`src/rtl/rotm_pkg.sv`:
```
package rotm_pkg;
    localparam int XLEN = 64;
    localparam int HALF = XLEN / 2;
    localparam int SHW  = $clog2(XLEN);
    localparam int CW   = 4;

    typedef struct packed {
        logic            valid;
        logic [XLEN-1:0] result;
        logic [CW-1:0]   cond;
        logic            cond_wr;
    } rotm_state_t;
endpackage

```
`src/rtl/rotm_rotator.sv`:
```
module rotm_rotator
    import rotm_pkg::*;
(
    input  logic [XLEN-1:0] opnd,
    input  logic [SHW-1:0]  amt,
    output logic [XLEN-1:0] rotated
);
    logic [XLEN-1:0] stage [SHW+1];

    assign stage[0] = opnd;

    for (genvar s = 0; s < SHW; s++) begin : g_stage
        localparam int D = 1 << s;
        assign stage[s+1] = amt[s] ? {stage[s][XLEN-1-D:0], stage[s][XLEN-1:XLEN-D]}
                                   : stage[s];
    end

    assign rotated = stage[SHW];
endmodule

```
`src/rtl/rotm_mask_gen.sv`:
```
module rotm_mask_gen
    import rotm_pkg::*;
(
    input  logic [SHW-1:0]  first,
    input  logic [SHW-1:0]  last,
    output logic [XLEN-1:0] mask
);
    logic wraps;
    assign wraps = first > last;

    for (genvar p = 0; p < XLEN; p++) begin : g_bit
        localparam logic [SHW-1:0] POS = SHW'(p);
        logic above, below;
        assign above = POS >= first;
        assign below = POS <= last;
        assign mask[XLEN-1-p] = wraps ? (above | below) : (above & below);
    end
endmodule

```
`src/rtl/rotm_cond_eval.sv`:
```
module rotm_cond_eval
    import rotm_pkg::*;
(
    input  logic [XLEN-1:0] value,
    input  logic            narrow,
    input  logic            so,
    output logic [CW-1:0]   flags
);
    logic sign_bit;
    logic is_zero;

    always_comb begin
        sign_bit = narrow ? value[HALF-1] : value[XLEN-1];
        is_zero  = narrow ? (value[HALF-1:0] == '0) : (value == '0);
        flags    = {sign_bit, ~sign_bit & ~is_zero, is_zero, so};
    end
endmodule

```
`src/rtl/rotm_unit.sv`:
```
module rotm_unit
    import rotm_pkg::*;
(
    input  logic            clk,
    input  logic            rst_n,
    input  logic            in_valid,
    input  logic [XLEN-1:0] src,
    input  logic [SHW-1:0]  sh,
    input  logic [SHW-1:0]  mb,
    input  logic [SHW-1:0]  me,
    input  logic            word_form,
    input  logic            rec_en,
    input  logic            mode32,
    input  logic            so_in,
    output logic            out_valid,
    output logic [XLEN-1:0] result,
    output logic [CW-1:0]   cond,
    output logic            cond_wr
);
    rotm_state_t state_d, state_q;

    logic [XLEN-1:0] opnd_sel;
    logic [SHW-1:0]  amt_sel;
    logic [SHW-1:0]  first_sel;
    logic [SHW-1:0]  last_sel;
    logic [XLEN-1:0] rotated;
    logic [XLEN-1:0] mask;
    logic [XLEN-1:0] masked;
    logic [CW-1:0]   flags;

    always_comb begin
        if (word_form) begin
            opnd_sel  = {src[HALF-1:0], src[HALF-1:0]};
            amt_sel   = {1'b0, sh[SHW-2:0]};
            first_sel = {1'b1, mb[SHW-2:0]};
            last_sel  = {1'b1, me[SHW-2:0]};
        end else begin
            opnd_sel  = src;
            amt_sel   = sh;
            first_sel = mb;
            last_sel  = me;
        end
    end

    rotm_rotator u_rot (
        .opnd    (opnd_sel),
        .amt     (amt_sel),
        .rotated (rotated)
    );

    rotm_mask_gen u_mask (
        .first (first_sel),
        .last  (last_sel),
        .mask  (mask)
    );

    assign masked = rotated & mask;

    rotm_cond_eval u_cond (
        .value  (masked),
        .narrow (mode32),
        .so     (so_in),
        .flags  (flags)
    );

    always_comb begin
        state_d         = state_q;
        state_d.valid   = in_valid;
        state_d.cond_wr = in_valid & rec_en;
        if (in_valid) begin
            state_d.result = masked;
            if (rec_en) begin
                state_d.cond = flags;
            end
        end
    end

    always_ff @(posedge clk or negedge rst_n) begin
        if (!rst_n) begin
            state_q <= '0;
        end else begin
            state_q <= state_d;
        end
    end

    assign out_valid = state_q.valid;
    assign result    = state_q.result;
    assign cond      = state_q.cond;
    assign cond_wr   = state_q.cond_wr;
endmodule

```
`config.mk`:
```
export PLATFORM = sky130hd
export DESIGN_NAME = rotm_unit
export DESIGN_NICKNAME = d
export VERILOG_FILES = /design/src/rtl/rotm_pkg.sv /design/src/rtl/rotm_rotator.sv /design/src/rtl/rotm_mask_gen.sv /design/src/rtl/rotm_cond_eval.sv /design/src/rtl/rotm_unit.sv
export SDC_FILE = /design/constraint.sdc
export NUM_CORES = 1
export LEC_CHECK = 0
export BUFFER_PORTS_ARGS = -buffer_cell sky130_fd_sc_hd__buf_2
export CAP_MARGIN = 10
export CORE_MARGIN = 1.5
export CORE_UTILIZATION = 54
export CTS_CLUSTER_SIZE = 30
export DETAILED_ROUTE_END_ITERATION = 12
export GPL_TIMING_DRIVEN = 0
export PLACE_DENSITY = 0.79
export SYNTH_ARGS = -nofsm -noshare
export SYNTH_HDL_FRONTEND = slang
export SYNTH_HIERARCHICAL = 1
export SYNTH_SLANG_ARGS = --single-unit
```
`constraint.sdc`:
```
create_clock -name clk -period 0.8 [get_ports clk]
set_input_delay 0.08 -clock clk [delete_from_list [all_inputs] [get_ports clk]]
set_output_delay 0.08 -clock clk [all_outputs]
set_load 0.02 [all_outputs]
```
=== After elaboration in Yosys (flattened, before gate mapping) ===
Cells that the tools add are included.

* Flip-flop bits (word level): 70
* Logic and storage cells: 345

* Bitwise gates (word level): 133
* $lt $le $gt $ge: 129
* Muxes and demuxes: 76
* Reductions and logical operators: 3

{| class="wikitable"
|+ Operator list
! kind !! number
|-
| $mux 64 || 7
|-
| $ge 6x6->1 const A || 32
|-
| $le 6x6->1 const A || 32
|-
| $ge 5x6->1 const A || 16
|-
| $le 5x6->1 const A || 16
|-
| $and 1x1->1 || 66
|-
| $mux 1 || 66
|-
| $and 64x64->64 || 1
|-
| $logic_not 64->1 || 1
|-
| $or 1x1->1 || 64
|-
| $ge 4x6->1 const A || 8
|-
| $le 4x6->1 const A || 8
|-
| $logic_not 32->1 || 1
|-
| $ge 3x6->1 const A || 4
|-
| $le 3x6->1 const A || 4
|-
| $mux 6 || 3
|-
| $ge 1x6->1 const A || 2
|-
| $ge 2x6->1 const A || 2
|-
| $le 1x6->1 const A || 2
|-
| $le 2x6->1 const A || 2
|-
| $gt 6x6->1 || 1
|-
| $not 1->1 || 2
|-
| $reduce_and 2->1 || 1
|}

=== Longest topological paths before layout ===
Gate-level depths: netlist (run 1).

* Depth after elaboration: 12
* Gate-level depth with buffers: 19
* Depth with buffers taken out: 13

=== Modules after synthesis ===
The synthesis (run 1) kept the hierarchy.

{| class="wikitable"
|+ Modules (own cells, without submodules)
! module !! area an instance (µm²) !! cells an instance !! seq. area each (µm²) !! instances
|-
| rotm_rotator || 4609.4 || 234 || 0.0 || 1
|-
| rotm_unit || 3606.0 || 250 || 1751.7 || 1
|-
| rotm_mask_gen || 1811.7 || 292 || 0.0 || 1
|-
| rotm_cond_eval || 209.0 || 28 || 0.0 || 1
|}

=== Least setup slack after synthesis (run 1) ===
No wires, ideal clock.

* Path kind: input port to flip-flop
* Start: input port word_form
* End: register state_q, in the netlist cond[2]
* Library setup time: 0.128 ns
* Slack: -2.757 ns
* Stages: 18
* Arrival time: 3.430 ns
* Required time: 0.672 ns
* Cells stage by stage: buf_2 -> buf_6 -> or2_2 -> buf_2 -> clkinv_1 -> clkbuf_1 -> ha_1 -> and4_4 -> o21ai_2 -> a32oi_4 -> buf_6 -> maj3_1 -> and2_1 -> nor4_1 -> nand4_1 -> o21bai_1 -> a21oi_1 -> mux2_1

{| class="wikitable"
|+ RTL lines
! element !! RTL line !! text
|-
| start: declaration || rotm_unit.sv:11 || <nowiki>input logic word_form,</nowiki>
|-
| $mux 6 * || rotm_unit.sv:32 || <nowiki>if (word_form) begin</nowiki>
|-
| via last_sel[5] || rotm_unit.sv:25 || <nowiki>logic [SHW-1:0] last_sel;</nowiki>
|-
| $le 4x6->1 || rotm_mask_gen.sv:15 || <nowiki>assign below = POS <= last;</nowiki>
|-
| $and 1x1->1 / $or 1x1->1 (equally long branches) || rotm_mask_gen.sv:16 || <nowiki>assign mask[XLEN-1-p] = wraps ? (above | below) : (above & below);</nowiki>
|-
| $mux 1 * || rotm_mask_gen.sv:16 ||
|-
| via mask[54] || rotm_unit.sv:27 || <nowiki>logic [XLEN-1:0] mask;</nowiki>
|-
| $and 64x64->64 * || rotm_unit.sv:57 || <nowiki>assign masked = rotated & mask;</nowiki>
|-
| via masked[54] || rotm_unit.sv:28 || <nowiki>logic [XLEN-1:0] masked;</nowiki>
|-
| $logic_not 64->1 * || rotm_cond_eval.sv:14 || <nowiki>is_zero = narrow ? (value[HALF-1:0] == '0) : (value == '0);</nowiki>
|-
| $mux 1 * || rotm_cond_eval.sv:14 ||
|-
| $not 1->1 * || rotm_cond_eval.sv:15 || <nowiki>flags = {sign_bit, ~sign_bit & ~is_zero, is_zero, so};</nowiki>
|-
| $and 1x1->1 * || rotm_cond_eval.sv:15 ||
|-
| via flags[2] || rotm_unit.sv:29 || <nowiki>logic [CW-1:0] flags;</nowiki>
|-
| end signal: assignment || rotm_unit.sv:82 || <nowiki>state_q <= state_d;</nowiki>
|-
| end: declaration || rotm_unit.sv:20 || <nowiki>rotm_state_t state_d, state_q;</nowiki>
|}

Mark *: on every way through the listed nets, which the timed path passes. The rest lies on a longest branch.
A chain may end at the register's enable or synchronous reset.

=== Final worst setup path (run 1) ===
* Start: input port word_form
* End: register state_q, in the netlist cond[2]

* Longest elaborated chain between the ends: 12

{| class="wikitable"
|+ Ends and longest elaborated chain
! element !! RTL line !! text
|-
| $mux 64 * || rotm_unit.sv:32 ||
|-
| via opnd_sel[44] || rotm_unit.sv:22 || <nowiki>logic [XLEN-1:0] opnd_sel;</nowiki>
|-
| $mux 64 * (6 in series) || rotm_rotator.sv:14 || <nowiki>assign stage[s+1] = amt[s] ? {stage[s][XLEN-1-D:0], stage[s][XLEN-1:XLEN-D]}</nowiki>
|-
| via rotated[27] || rotm_unit.sv:26 || <nowiki>logic [XLEN-1:0] rotated;</nowiki>
|-
| $and 64x64->64 * || rotm_unit.sv:57 ||
|-
| via masked[27] || rotm_unit.sv:28 ||
|-
| $logic_not 64->1 / $logic_not 32->1 (equally long branches) || rotm_cond_eval.sv:14 ||
|-
| $mux 1 * || rotm_cond_eval.sv:14 ||
|-
| $not 1->1 * || rotm_cond_eval.sv:15 ||
|-
| $and 1x1->1 * || rotm_cond_eval.sv:15 ||
|-
| via flags[2] || rotm_unit.sv:29 ||
|}

Marked as above.

==> flow_summary.yaml, run 1 <==
setup_path:
  crit_type: "input pin to register"
  cp_top_family: "multiplexers"
  crit_path_end_kind: "register"
  cp.required_ns: 1.02
  worstSetupStartpointType: "input pin"
  r2r-start: "result[0]$_DFFE_PN0P_"
  crit_slowest_cell: "mux4_2"
  critPathMaxFanout: 10
  crit_top_cell: "mux4_2"
  ff2ff_path_depth: 2
  worst_path_largest_cell_delay_ns: 0.58
  reg2reg_to: "result[0]$_DFFE_PN0P_"
  worstPathCellList: "buf_12 -> buf_12 -> mux2_4 -> mux4_2 -> mux4_2 -> buf_6 -> mux4_2 -> and2_4 -> nor4_1 -> nand4_1 -> nor2_2 -> a21oi_1 -> mux2_4"
  arrival_ns: 3.72
  cp_num_buf_inv: 3
  reg2reg_slack_ns: -0.18
die:
  core_um2: 18600
  dieWidth_um: 141
  die_h_um: 141
  start_util_pct: 54.9
  rows: 50
  die-area_um2: 19800
  io_pins: 159
drt:
  routed_via_density: 7.34
  antenna_left: 0
  wl_mm: 39.6
  drc: 0
  vias: 9438
  dr.pass1.iters: 5
  drt_iter0_drc: 1291
  post_drt_wl_per_cell_um: 30.8
outcome:
  status: "finished with violations"
  violations: "hold timing, setup timing"
power_and_ir_drop:
  p_leak_nw: 5.60
  max-vdd-ir-drop_uv: 1170
  powerDensity_nw_per_um2: 1800
  power_mw: 24.0
clock_network:
  clock-sinks: 70
  cts_buffers: 9
  clk_latency_ns: 0.33
  hold_buffers: 2
  cts_tree: "done"
  htreeDepth: 3
  cts_root_buffer: "clkbuf_16"
  cts_buffer_depth: 2
  clk_pin_slew_ns: 0.07
timing:
  final_hold_viol_count: 70
  finalClockSkew_ns: 0
  worst-slew-pin-transition_ns: 0.871
  fin_crit_ns: 3.50
  max-slew-margin-rel_pct: 41.9
  rsz0062_at_grt: "true"
  fin_hold_ws_ns: -0.167
  fin_crit_sh_pct: 438
  setup_viol: 137
  clock.fmax_ghz: 0.286
  finalMaxSlewViolations: 0
  setup_slack_ns: -2.70
global_routing:
  grt_start_max_net_pins: 71
  grt_pass1_wl_mm: 59.1
  gr-total-overflow: 0
  antenna_found_initial: 0
  grt_usage_pct: 40.7
  grt_pass1_vias: 9255
final_layout:
  area_delta_synth_final_pct: 30.2
  final_cell_mix: "192 x mux4_2, 100 x mux2_4, 95 x buf_2"
  diodes: 0
  final_common_cell: "mux4_2"
  fin_cells: 1286
  finalNetCount: 1142
  layout-drive-gt1-share_pct: 67.3
synth:
  synthesis.nets: 899
  synth-seq-cells: 70
  synthFlopType: "dfrtp_1"
  syn_avg_cell_area_um2: 12.7
  yosysSeqAreaShare_pct: 17.1
  syn-instance-count: 804
  synth.distinct_cells: 42
  synthArstFlopShare_pct: 100
  yosysWarningCount: 6
  synth.cell_area_um2: 10200
  synth_edf_count: 0
placed_design:
  gp_congestion: 1.08
  portBuffers: 150
  post-place-cells: 1188
  detailed_place_hpwl_mm: 29.5
flow_run:
  maxCapViolations: 0
min_path:
  hold_class: "input pin to async pin"
## stage by stage
| stage | hold slack [ns] | cell area (µm²) | worst slack [ns] | TNS (ns) | util (%) |
|---|---|---|---|---|---|
| after floorplan | -0.216 | 10600 | -2.41 | -122.31 | - |
| after global placement | 0.228 | 11700 | -3.21 | -186.87 | 62.7 |
| after detailed placement | 0.229 | 11700 | -3.16 | -143.55 | 62.7 |
| after CTS | -0.112 | 13200 | -2.58 | -126.75 | 70.9 |
| after global routing | -0.0677 | 13300 | -2.76 | -132.21 | 71.5 |
| final | -0.167 | 13300 | -2.70 | -130.15 | 71.5 |
## area by class of cell
class | count | area [µm²]
fill | 1211 | 5320
inverter | 13 | 61.3
buffer | 83 | 657
timing repair buffer | 233 | 1900
clock inverter | 6 | 93.8
sequential | 70 | 1750
multi-input combinational | 637 | 8330
clock buffer | 10 | 239
tap | 234 | 293
## synth_stat cells, types with 5 or more instances
cell type | number | share of area [%]
mux4_2 | 189 | 42
and2_1 | 71 | 4.3
dfrtp_1 | 70 | 17
maj3_1 | 62 | 6.1
mux2_4 | 50 | 7.3
mux2_2 | 47 | 5.2
nand2_1 | 41 | 1.5
nor2_1 | 34 | 1.2
clkbuf_1 | 32 | 1.2
a21oi_1 | 31 | 1.5
o21ai_0 | 30 | 1.5
buf_6 | 17 | 1.9
buf_2 | 14 | 0.68
inv_1 | 12 | 0.44
nor4_1 | 12 | 0.73
buf_1 | 10 | 0.37
buf_4 | 7 | 0.51
a31oi_1 | 6 | 0.37
ha_1 | 6 | 0.73
or2_2 | 6 | 0.37
buf_12 | 5 | 0.98
nand3_1 | 5 | 0.24
## timing repair
item,4_1_cts,5_1_grt
gates cloned,4,0
setup buffers,72,6
hold endpoints to repair,72,70
pin swaps,5,8
setup endpoints to repair,137,137
gates resized for setup,181,29
## kinds of logic after synthesis
kind of cell | count (synthesis) | synth area share (%)
muxes | 293 | 55.3
and+or+nand+nor | 197 | 10.4
buffers and inverters | 98 | 6.06
AOI/OAI and AO/OA | 78 | 4.34
DFF | 70 | 17.1
adders and majority gates | 68 | 6.80
## power breakdown
part	internal, mW	leakage [nW]	total [mW]	switching (mW)
combinational	7.82	4.53	14.6	6.80
sequential	4.26	0.907	4.88	0.619
clock	2.84	0.159	4.50	1.66
## routing by layer
| layer | part of all wire (%) | vias to the layer above | routed length (µm) | track usage (%) |
|---|---|---|---|---|
| met5 | 0 | - | 0 | 0 |
| met4 | 8.8 | 0 | 3490 | 29.0 |
| met3 | 12 | 206 | 4910 | 8.36 |
| met2 | 45 | 979 | 18000 | 63.5 |
| met1 | 33 | 4513 | 13200 | 51.0 |
| li1 | - | 3740 | - | - |
## registers in the layout, summed over array words and instances (netlist names)
signal	count
result	64
cond	4
cond_wr	1
out_valid	1
## worst max path at each step
stage	startpoint	to	cells past startpoint
after global placement	word_form	cond[2]$_DFFE_PN0P_	18
after global routing	word_form	cond[2]$_DFFE_PN0P_	13
after floorplan	word_form	cond[2]$_DFFE_PN0P_	12
final	word_form	cond[2]$_DFFE_PN0P_	13
after CTS	word_form	cond[2]$_DFFE_PN0P_	12
after detailed placement	word_form	cond[2]$_DFFE_PN0P_	18
## worst register-to-register path: stages (launching register included)
cell	delay, ns
dfrtp_1	0.42
buf_4	0.15
mux2_4	0.28
Power figures use the tool's default switching activity.
==> run 2, diff against run 1 <==
CORE_UTILIZATION = 60   (was 54)
HOLD_SLACK_MARGIN = 0.06   (was default)
PLACE_DENSITY = 0.84   (was 0.79)
clock period = 3.95 ns   (was 0.8 ns; I/O delays follow)
==> flow_summary.yaml, run 2 (same netlist as run 1, synthesis figures left out) <==
clock_network:
  htreeDepth: 3
  hold_buffers: 0
  cts_buffer_depth: 2
  cts_root_buffer: "clkbuf_16"
  clock-sinks: 70
  cts_buffers: 9
  cts_tree: "done"
  clk_pin_slew_ns: 0.07
  clk_latency_ns: 0.34
setup_path:
  worst_path_largest_cell_delay_ns: 0.59
  arrival_ns: 4.15
  worstSetupStartpointType: "input pin"
  cp.required_ns: 4.17
  crit_top_cell: "mux4_2"
  crit_path_end_kind: "register"
  crit_slowest_cell: "mux4_2"
  critPathMaxFanout: 10
  worstPathCellList: "buf_4 -> buf_1 -> mux4_2 -> mux4_2 -> mux4_2 -> and2_1 -> nor4_2 -> nand4_1 -> o21bai_1 -> a21oi_1 -> mux2_1"
  crit_type: "input pin to register"
timing:
  finalMaxSlewViolations: 0
  finalClockSkew_ns: 0
  fin_crit_ns: 3.93
  setup_viol: 0
  final_hold_viol_count: 0
  rsz0062_at_grt: "false"
  worst-slew-pin-transition_ns: 0.861
  fin_crit_sh_pct: 99.6
  max-slew-margin-rel_pct: 42.6
  clock.fmax_ghz: 0.254
min_path:
  hold_class: "input pin to async pin"
drt:
  drc: 0
  vias: 9131
  drt_iter0_drc: 1331
  post_drt_wl_per_cell_um: 31.1
  wl_mm: 37.1
  routed_via_density: 7.65
  dr.pass1.iters: 5
  antenna_left: 0
global_routing:
  grt_usage_pct: 42.3
  grt_start_max_net_pins: 71
  grt_pass1_wl_mm: 55.3
  antenna_found_initial: 5
  grt_pass1_vias: 8689
  gr-total-overflow: 0
die:
  start_util_pct: 61.5
  die_h_um: 134
  dieWidth_um: 134
  rows: 47
  die-area_um2: 17900
  core_um2: 16600
  io_pins: 159
final_layout:
  final_cell_mix: "192 x mux4_2, 164 x buf_2, 70 x dfrtp_1"
  final_common_cell: "mux4_2"
  largest_reg_flops: 64
  num-fill-cells: 1179
  regArea_um2: 1750
  multi_input_area_um2: 7920
  layout-drive-gt1-share_pct: 55.3
  postLayoutCoreUtil_pct: 70.4
  fin_cells: 1193
  finalNetCount: 1061
  area_delta_synth_final_pct: 14.5
power_and_ir_drop:
  p_leak_nw: 4.71
  powerDensity_nw_per_um2: 352
  max-vdd-ir-drop_uv: 338
outcome:
  status: "finished clean"
placed_design:
  gp_congestion: 1.21
  post-place-cells: 1174
  portBuffers: 150
  detailed_place_hpwl_mm: 29.5
flow_run:
  maxCapViolations: 0
run 2: cell count changes in the layout (fill, tap and decap cells not counted), sizes merged:
cell         previous run  this run
buf                   278       202
bufbuf                  1         0
bufinv                  2         1
clkbuf                 45        42
clkinv                  3         2
diode                   0         2
dlygate4sd3             2         0
inv                    13        16
run 2: final timing paths:
check	slack (ns)	start	to	cells past startpoint
setup / recovery	0.02	sh[3]	cond[2]$_DFFE_PN0P_	11
hold / removal	0.16	rst_n	result[38]$_DFFE_PN0P_	1
setup reg to reg	3.13	result[31]$_DFFE_PN0P_	result[31]$_DFFE_PN0P_	1
hold reg to reg	0.50	result[26]$_DFFE_PN0P_	result[26]$_DFFE_PN0P_	1
max in group asynchronous	3.21	rst_n	result[59]$_DFFE_PN0P_	1
min in group clk	0.21	in_valid	out_valid$_DFF_PN0_	1
run 2: worst max-delay path: cells and delay by family:
| family | cells | cell delay (ns) |
|---|---|---|
| muxes | 4 | 1.89 |
| and+or+nand+nor | 3 | 0.77 |
| buffers and inverters | 2 | 0.73 |
| AOI/OAI and AO/OA | 2 | 0.34 |
run 2: power breakdown:
part / switching (mW) / total (mW) / internal, mW / leakage (nW)
registers: 0.0913 / 0.953 / 0.862 / 0.908
logic: 1.25 / 2.34 / 1.08 / 3.65
clock network: 0.333 / 0.831 / 0.499 / 0.149
run 2: per-stage QoR:
stage	cell area [µm²]	setup WS, ns	TNS, ns	total power, mW	hold WS (ns)
finish	11700	0.0176	0	4.12	0.158
global route	11700	0.00203	0	4.23	0.206
CTS	11600	0.0358	0	4.01	0.193
detailed placement	11300	-0.869	-2.00	3.17	0.484
global placement	11300	-0.796	-1.83	3.12	0.471
floorplan	10200	0.0778	0	2.46	0.0994
run 2: area by class of cell:
| cell class | count | area share (%) |
|---|---|---|
| diodes | 2 | 0.0427 |
| plain buffers | 81 | 5.09 |
| clock buffers | 9 | 1.92 |
| clock inverters | 7 | 0.683 |
| inverters | 13 | 0.459 |
| multi-input cells | 637 | 67.5 |
| flip-flops and latches | 70 | 14.9 |
| well taps | 220 | 2.35 |
| repair buffers | 154 | 6.98 |
run 2: per-layer routing:
metal  wire [µm]  part of all wire [%]  vias up  GRT usage [%]
li1            -                     -     3575              -
met1       12500                    34     4395           55.2
met2       16400                    44      940           64.5
met3        5000                    13      215           9.70
met4        3140                   8.5        6           26.9
met5          44                  0.12        -              0
run 2: what timing repair did:
action	CTS	global route
cloned	0	3
pin swaps	3	7
buffers inserted	0	2
resized for setup	16	22
setup endpoints to repair	2	2
==> run 3, diff against run 2 <==
PLACE_DENSITY = 0.83   (was 0.84)
SYNTH_HIERARCHICAL = default   (was 1)
==> flow_summary.yaml, run 3 <==
clock_network:
  cts_root_buffer: "clkbuf_16"
  htreeDepth: 3
  cts_buffer_depth: 2
  hold_buffers: 0
  clock-sinks: 70
  cts_buffers: 9
die:
  dieWidth_um: 140
  start_util_pct: 60.9
  rows: 50
  io_pins: 159
  die_h_um: 140
synth:
  synth.most_common_cell: "nand2_1"
  synthArstFlopShare_pct: 100
  synth.distinct_cells: 84
  synth-seq-cells: 70
  syn_avg_cell_area_um2: 8.17
  synthFlopType: "dfrtp_1"
  syn-instance-count: 1384
  synthTopCellsByArea: "dfrtp_1 15%, mux4_2 15%, mux2i_1 8.3%, mux2_2 5.8%, nand2_1 5.6%"
  yosys-top-cells-count: "170 x nand2_1, 127 x o21ai_0, 114 x nor2_1"
  synthesis.nets: 1478
  synth.cell_area_um2: 11300
  yosysSeqAreaShare_pct: 15.5
  synth_top_area_cell: "dfrtp_1"
  synth_edf_count: 0
  yosysWarningCount: 0
  netlist.area_leader.share_pct: 15.5
global_routing:
  gr-total-overflow: 78
  grt_usage_pct: 67.9
  grt_pass1_vias: 15200
  grt_start_max_net_pins: 71
  grt_pass1_wl_mm: 99.7
placed_design:
  portBuffers: 153
  detailed_place_hpwl_mm: 47.7
  place_ws_ns: -1.14
  post-place-cells: 1771
  gp_congestion: 1.32
outcome:
  stop_stage: "global routing"
  error: "[ERROR GRT-0116] Global routing finished with congestion. Check the congestion regions in the DRC Viewer."
  status: "aborted with a tool error"
## run 3: cells by family after synthesis
family	Yosys count	share of synthesized area, %
AOI/OAI and AO/OA	461	27.8
and+or+nand+nor	435	17.5
muxes	235	30.0
buffers and inverters	146	5.86
DFF	70	15.5
adders and majority gates	37	3.38
## run 3: what timing repair did
item                       CTS
setup endpoints to repair   21
buffers inserted            23
gates resized for setup    128
pin swaps                   22
## run 3: routing by layer
| metal | overflow | global-route usage, % |
|---|---|---|
| met3 | 0 | 48.6 |
| met2 | 36 | 85.8 |
| met5 | 0 | 4.01 |
| met4 | 42 | 62.2 |
| met1 | 0 | 73.2 |
## run 3: metrics by stage
step | util [%] | cell area [µm²]
after floorplan | - | 11300
after global placement | 66.8 | 12400
after detailed placement | 66.8 | 12400
after CTS | 71.8 | 13300
==> run 4, diff against run 3 <==
CORE_UTILIZATION = 40   (was 60)
CTS_CLUSTER_SIZE = default   (was 30)
HOLD_SLACK_MARGIN = default   (was 0.06)
PLACE_DENSITY = default   (was 0.83)
PLACE_DENSITY_LB_ADDON = 0.15   (was default)
==> flow_summary.yaml, run 4 <==
outcome:
  status: "finished with violations"
  violations: "setup timing"
power_and_ir_drop:
  power_mw: 4.78
  combPwrFrac_pct: 61.1
  powerDensity_nw_per_um2: 331
  switchingPower_mw: 2.26
  seqPwrFrac_pct: 19.3
  max-vdd-ir-drop_uv: 206
  swShare_pct: 47.4
  power.clock.fraction_pct: 19.7
  p_leak_nw: 5.90
  p_int_mw: 2.51
global_routing:
  gr-total-overflow: 0
  grt_usage_pct: 47.8
  grt_pass1_wl_mm: 99.0
  grt_start_max_net_pins: 71
  antenna_found_initial: 3
  grt_pass1_vias: 13500
setup_path:
  r2r-start: "cond[2]$_DFFE_PN0P_"
  reg2reg_slack_ns: 3.06
  crit_type: "input pin to register"
  reg2reg_to: "cond[2]$_DFFE_PN0P_"
  crit_path_end_kind: "register"
  arrival_ns: 4.38
  worstSetupStartpointType: "input pin"
  cp.required_ns: 4.16
  ff2ff_path_depth: 3
  critPathMaxFanout: 10
timing:
  clock.fmax_ghz: 0.240
  finalMaxSlewViolations: 0
  final_hold_viol_count: 0
  setup_slack_ns: -0.214
  setup_viol: 2
  max-slew-margin-rel_pct: 17.9
  fin_crit_ns: 4.16
  rsz0062_at_grt: "true"
  finalClockSkew_ns: 0
  fin_crit_sh_pct: 105
  worst-slew-pin-transition_ns: 1.23
synth:
  synth-seq-cells: 70
  synth_top_area_cell: "dfrtp_1"
  yosysWarningCount: 0
  synth.most_common_cell: "nand2_1"
  synth.cell_area_um2: 11300
  netlist.area_leader.share_pct: 15.5
  synthTopCellsByArea: "dfrtp_1 15%, mux4_2 15%, mux2i_1 8.3%, mux2_2 5.8%, nand2_1 5.6%"
  yosysSeqAreaShare_pct: 15.5
  syn_avg_cell_area_um2: 8.17
  synthesis.nets: 1478
  synthArstFlopShare_pct: 100
  yosys-top-cells-count: "170 x nand2_1, 127 x o21ai_0, 114 x nor2_1"
  synth.distinct_cells: 84
  synthFlopType: "dfrtp_1"
  syn-instance-count: 1384
  synth_edf_count: 0
drt:
  wl_met1_mm: 25.2
  vias: 14400
  routed_via_density: 7.22
  post_drt_wl_per_cell_um: 35.2
  drt_iter0_drc: 2158
  wl_met2_mm: 29.2
  wl_met3_mm: 8.15
  antenna_left: 0
  dr.max_layer_used: "met5"
  wl_mm: 70.2
  dr.pass1.iters: 6
  drc: 0
clock_network:
  cts_buffer_depth: 2
  cts_root_buffer: "clkbuf_16"
  cts_tree: "done"
  clk_pin_slew_ns: 0.06
  clk_latency_ns: 0.33
  cts_buffers: 9
  clock-sinks: 70
  htreeDepth: 3
final_layout:
  finalNetCount: 1703
  layout-drive-gt1-share_pct: 36.5
  postLayoutCoreUtil_pct: 51.9
  area_delta_synth_final_pct: 27.5
  final_cell_mix: "167 x nand2_1, 162 x buf_2, 122 x o21ai_0"
  final_common_cell: "nand2_1"
  largest_reg_flops: 64
min_path:
  hold_class: "input pin to async pin"
die:
  dieWidth_um: 171
  rows: 61
  start_util_pct: 40.7
  core_um2: 27800
  die-area_um2: 29300
  die_h_um: 171
  io_pins: 159
placed_design:
  portBuffers: 153
  detailed_place_hpwl_mm: 54.9
  gp_congestion: 1.15
  place_ws_ns: -1.57
flow_run:
  maxCapViolations: 0
run 4: cell counts after synthesis:
No cell type changed its count.
run 4: timing repair:
action / CTS / global route
pin swaps: 18 / 32
gates resized for setup: 149 / 120
hold buffers: 0 / 0
endpoints found under the setup margin: 36 / 2
buffers inserted: 22 / 38
gates cloned: 0 / 3
run 4: cell families (layout without fill, tap and decap cells):
| family | Yosys count | count (layout) | synth area share (%) |
|---|---|---|---|
| adder cells (fa/ha/maj) | 37 | 37 | 3.38 |
| other | 0 | 1 | 0 |
| AND/OR/NAND/NOR | 435 | 435 | 17.5 |
| multiplexers | 235 | 235 | 30.0 |
| AO/OA/AOI/OAI | 461 | 461 | 27.8 |
| buffers and inverters | 146 | 376 | 5.86 |
| flip-flops | 70 | 70 | 15.5 |
run 4: final cells by class:
cell class              instances  area, µm²
clock buffers                   9        225
flip-flops and latches         70       1750
well taps                     378        473
diodes                          1       2.50
inverters                      20        103
repair buffers                215       1330
plain buffers                 125        888
multi-input cells            1168       9520
fillers                      2748      13400
clock inverters                 7        121
run 4: worst max path at each step:
stage	start	to	slack, ns	cells past startpoint
2_1_floorplan	me[1]	cond[2]$_DFFE_PN0P_	0.004	16
3_3_place_gp	me[4]	cond[1]$_DFFE_PN0P_	-1.59	17
3_5_place_dp	me[4]	cond[2]$_DFFE_PN0P_	-1.57	17
4_1_cts	word_form	cond[2]$_DFFE_PN0P_	0.0004	15
5_1_grt	sh[4]	cond[2]$_DFFE_PN0P_	-0.22	14
6_report	word_form	cond[2]$_DFFE_PN0P_	-0.21	14
run 4: layer usage:
metal / GRT usage (%) / vias up
met5: 0 / -
met4: 39.6 / 2
met3: 14.3 / 383
met2: 70.6 / 1247
met1: 57.2 / 6896
li1: - / 5859
run 4: critical path, cell delays in order:
cell	delay (ns)
buf_6	0.12
buf_8	0.13
buf_12	0.15
inv_1	0.20
nand2_1	0.32
clkbuf_4	0.34
clkbuf_2	0.29
clkbuf_2	0.28
clkbuf_2	0.27
o211ai_1	0.92
nand2_1	0.21
nor4_4	0.23
nand4_1	0.22
a22o_1	0.25
run 4: power by group through the flow:
stage / combinational [mW] / sequential, mW / clock (mW)
final: 2.92 / 0.920 / 0.940
after global routing: 2.98 / 0.933 / 0.976
after CTS: 2.58 / 0.919 / 0.946
after detailed placement: 2.41 / 0.930 / 0
after global placement: 2.42 / 0.925 / 0
after floorplan: 1.26 / 1.08 / 0
run 4: through the flow:
stage / instances / hold WS (ns) / instance area [µm²] / TNS [ns]
global placement: 1915 / 0.464 / 12600 / -30.19
CTS: 1952 / 0.213 / 13600 / 0
floorplan: 1384 / 0.0994 / 11300 / 0
finish: 1993 / 0.170 / 14400 / -0.384
detailed placement: 1915 / 0.468 / 12600 / -28.38
global route: 1992 / 0.234 / 14400 / -0.415
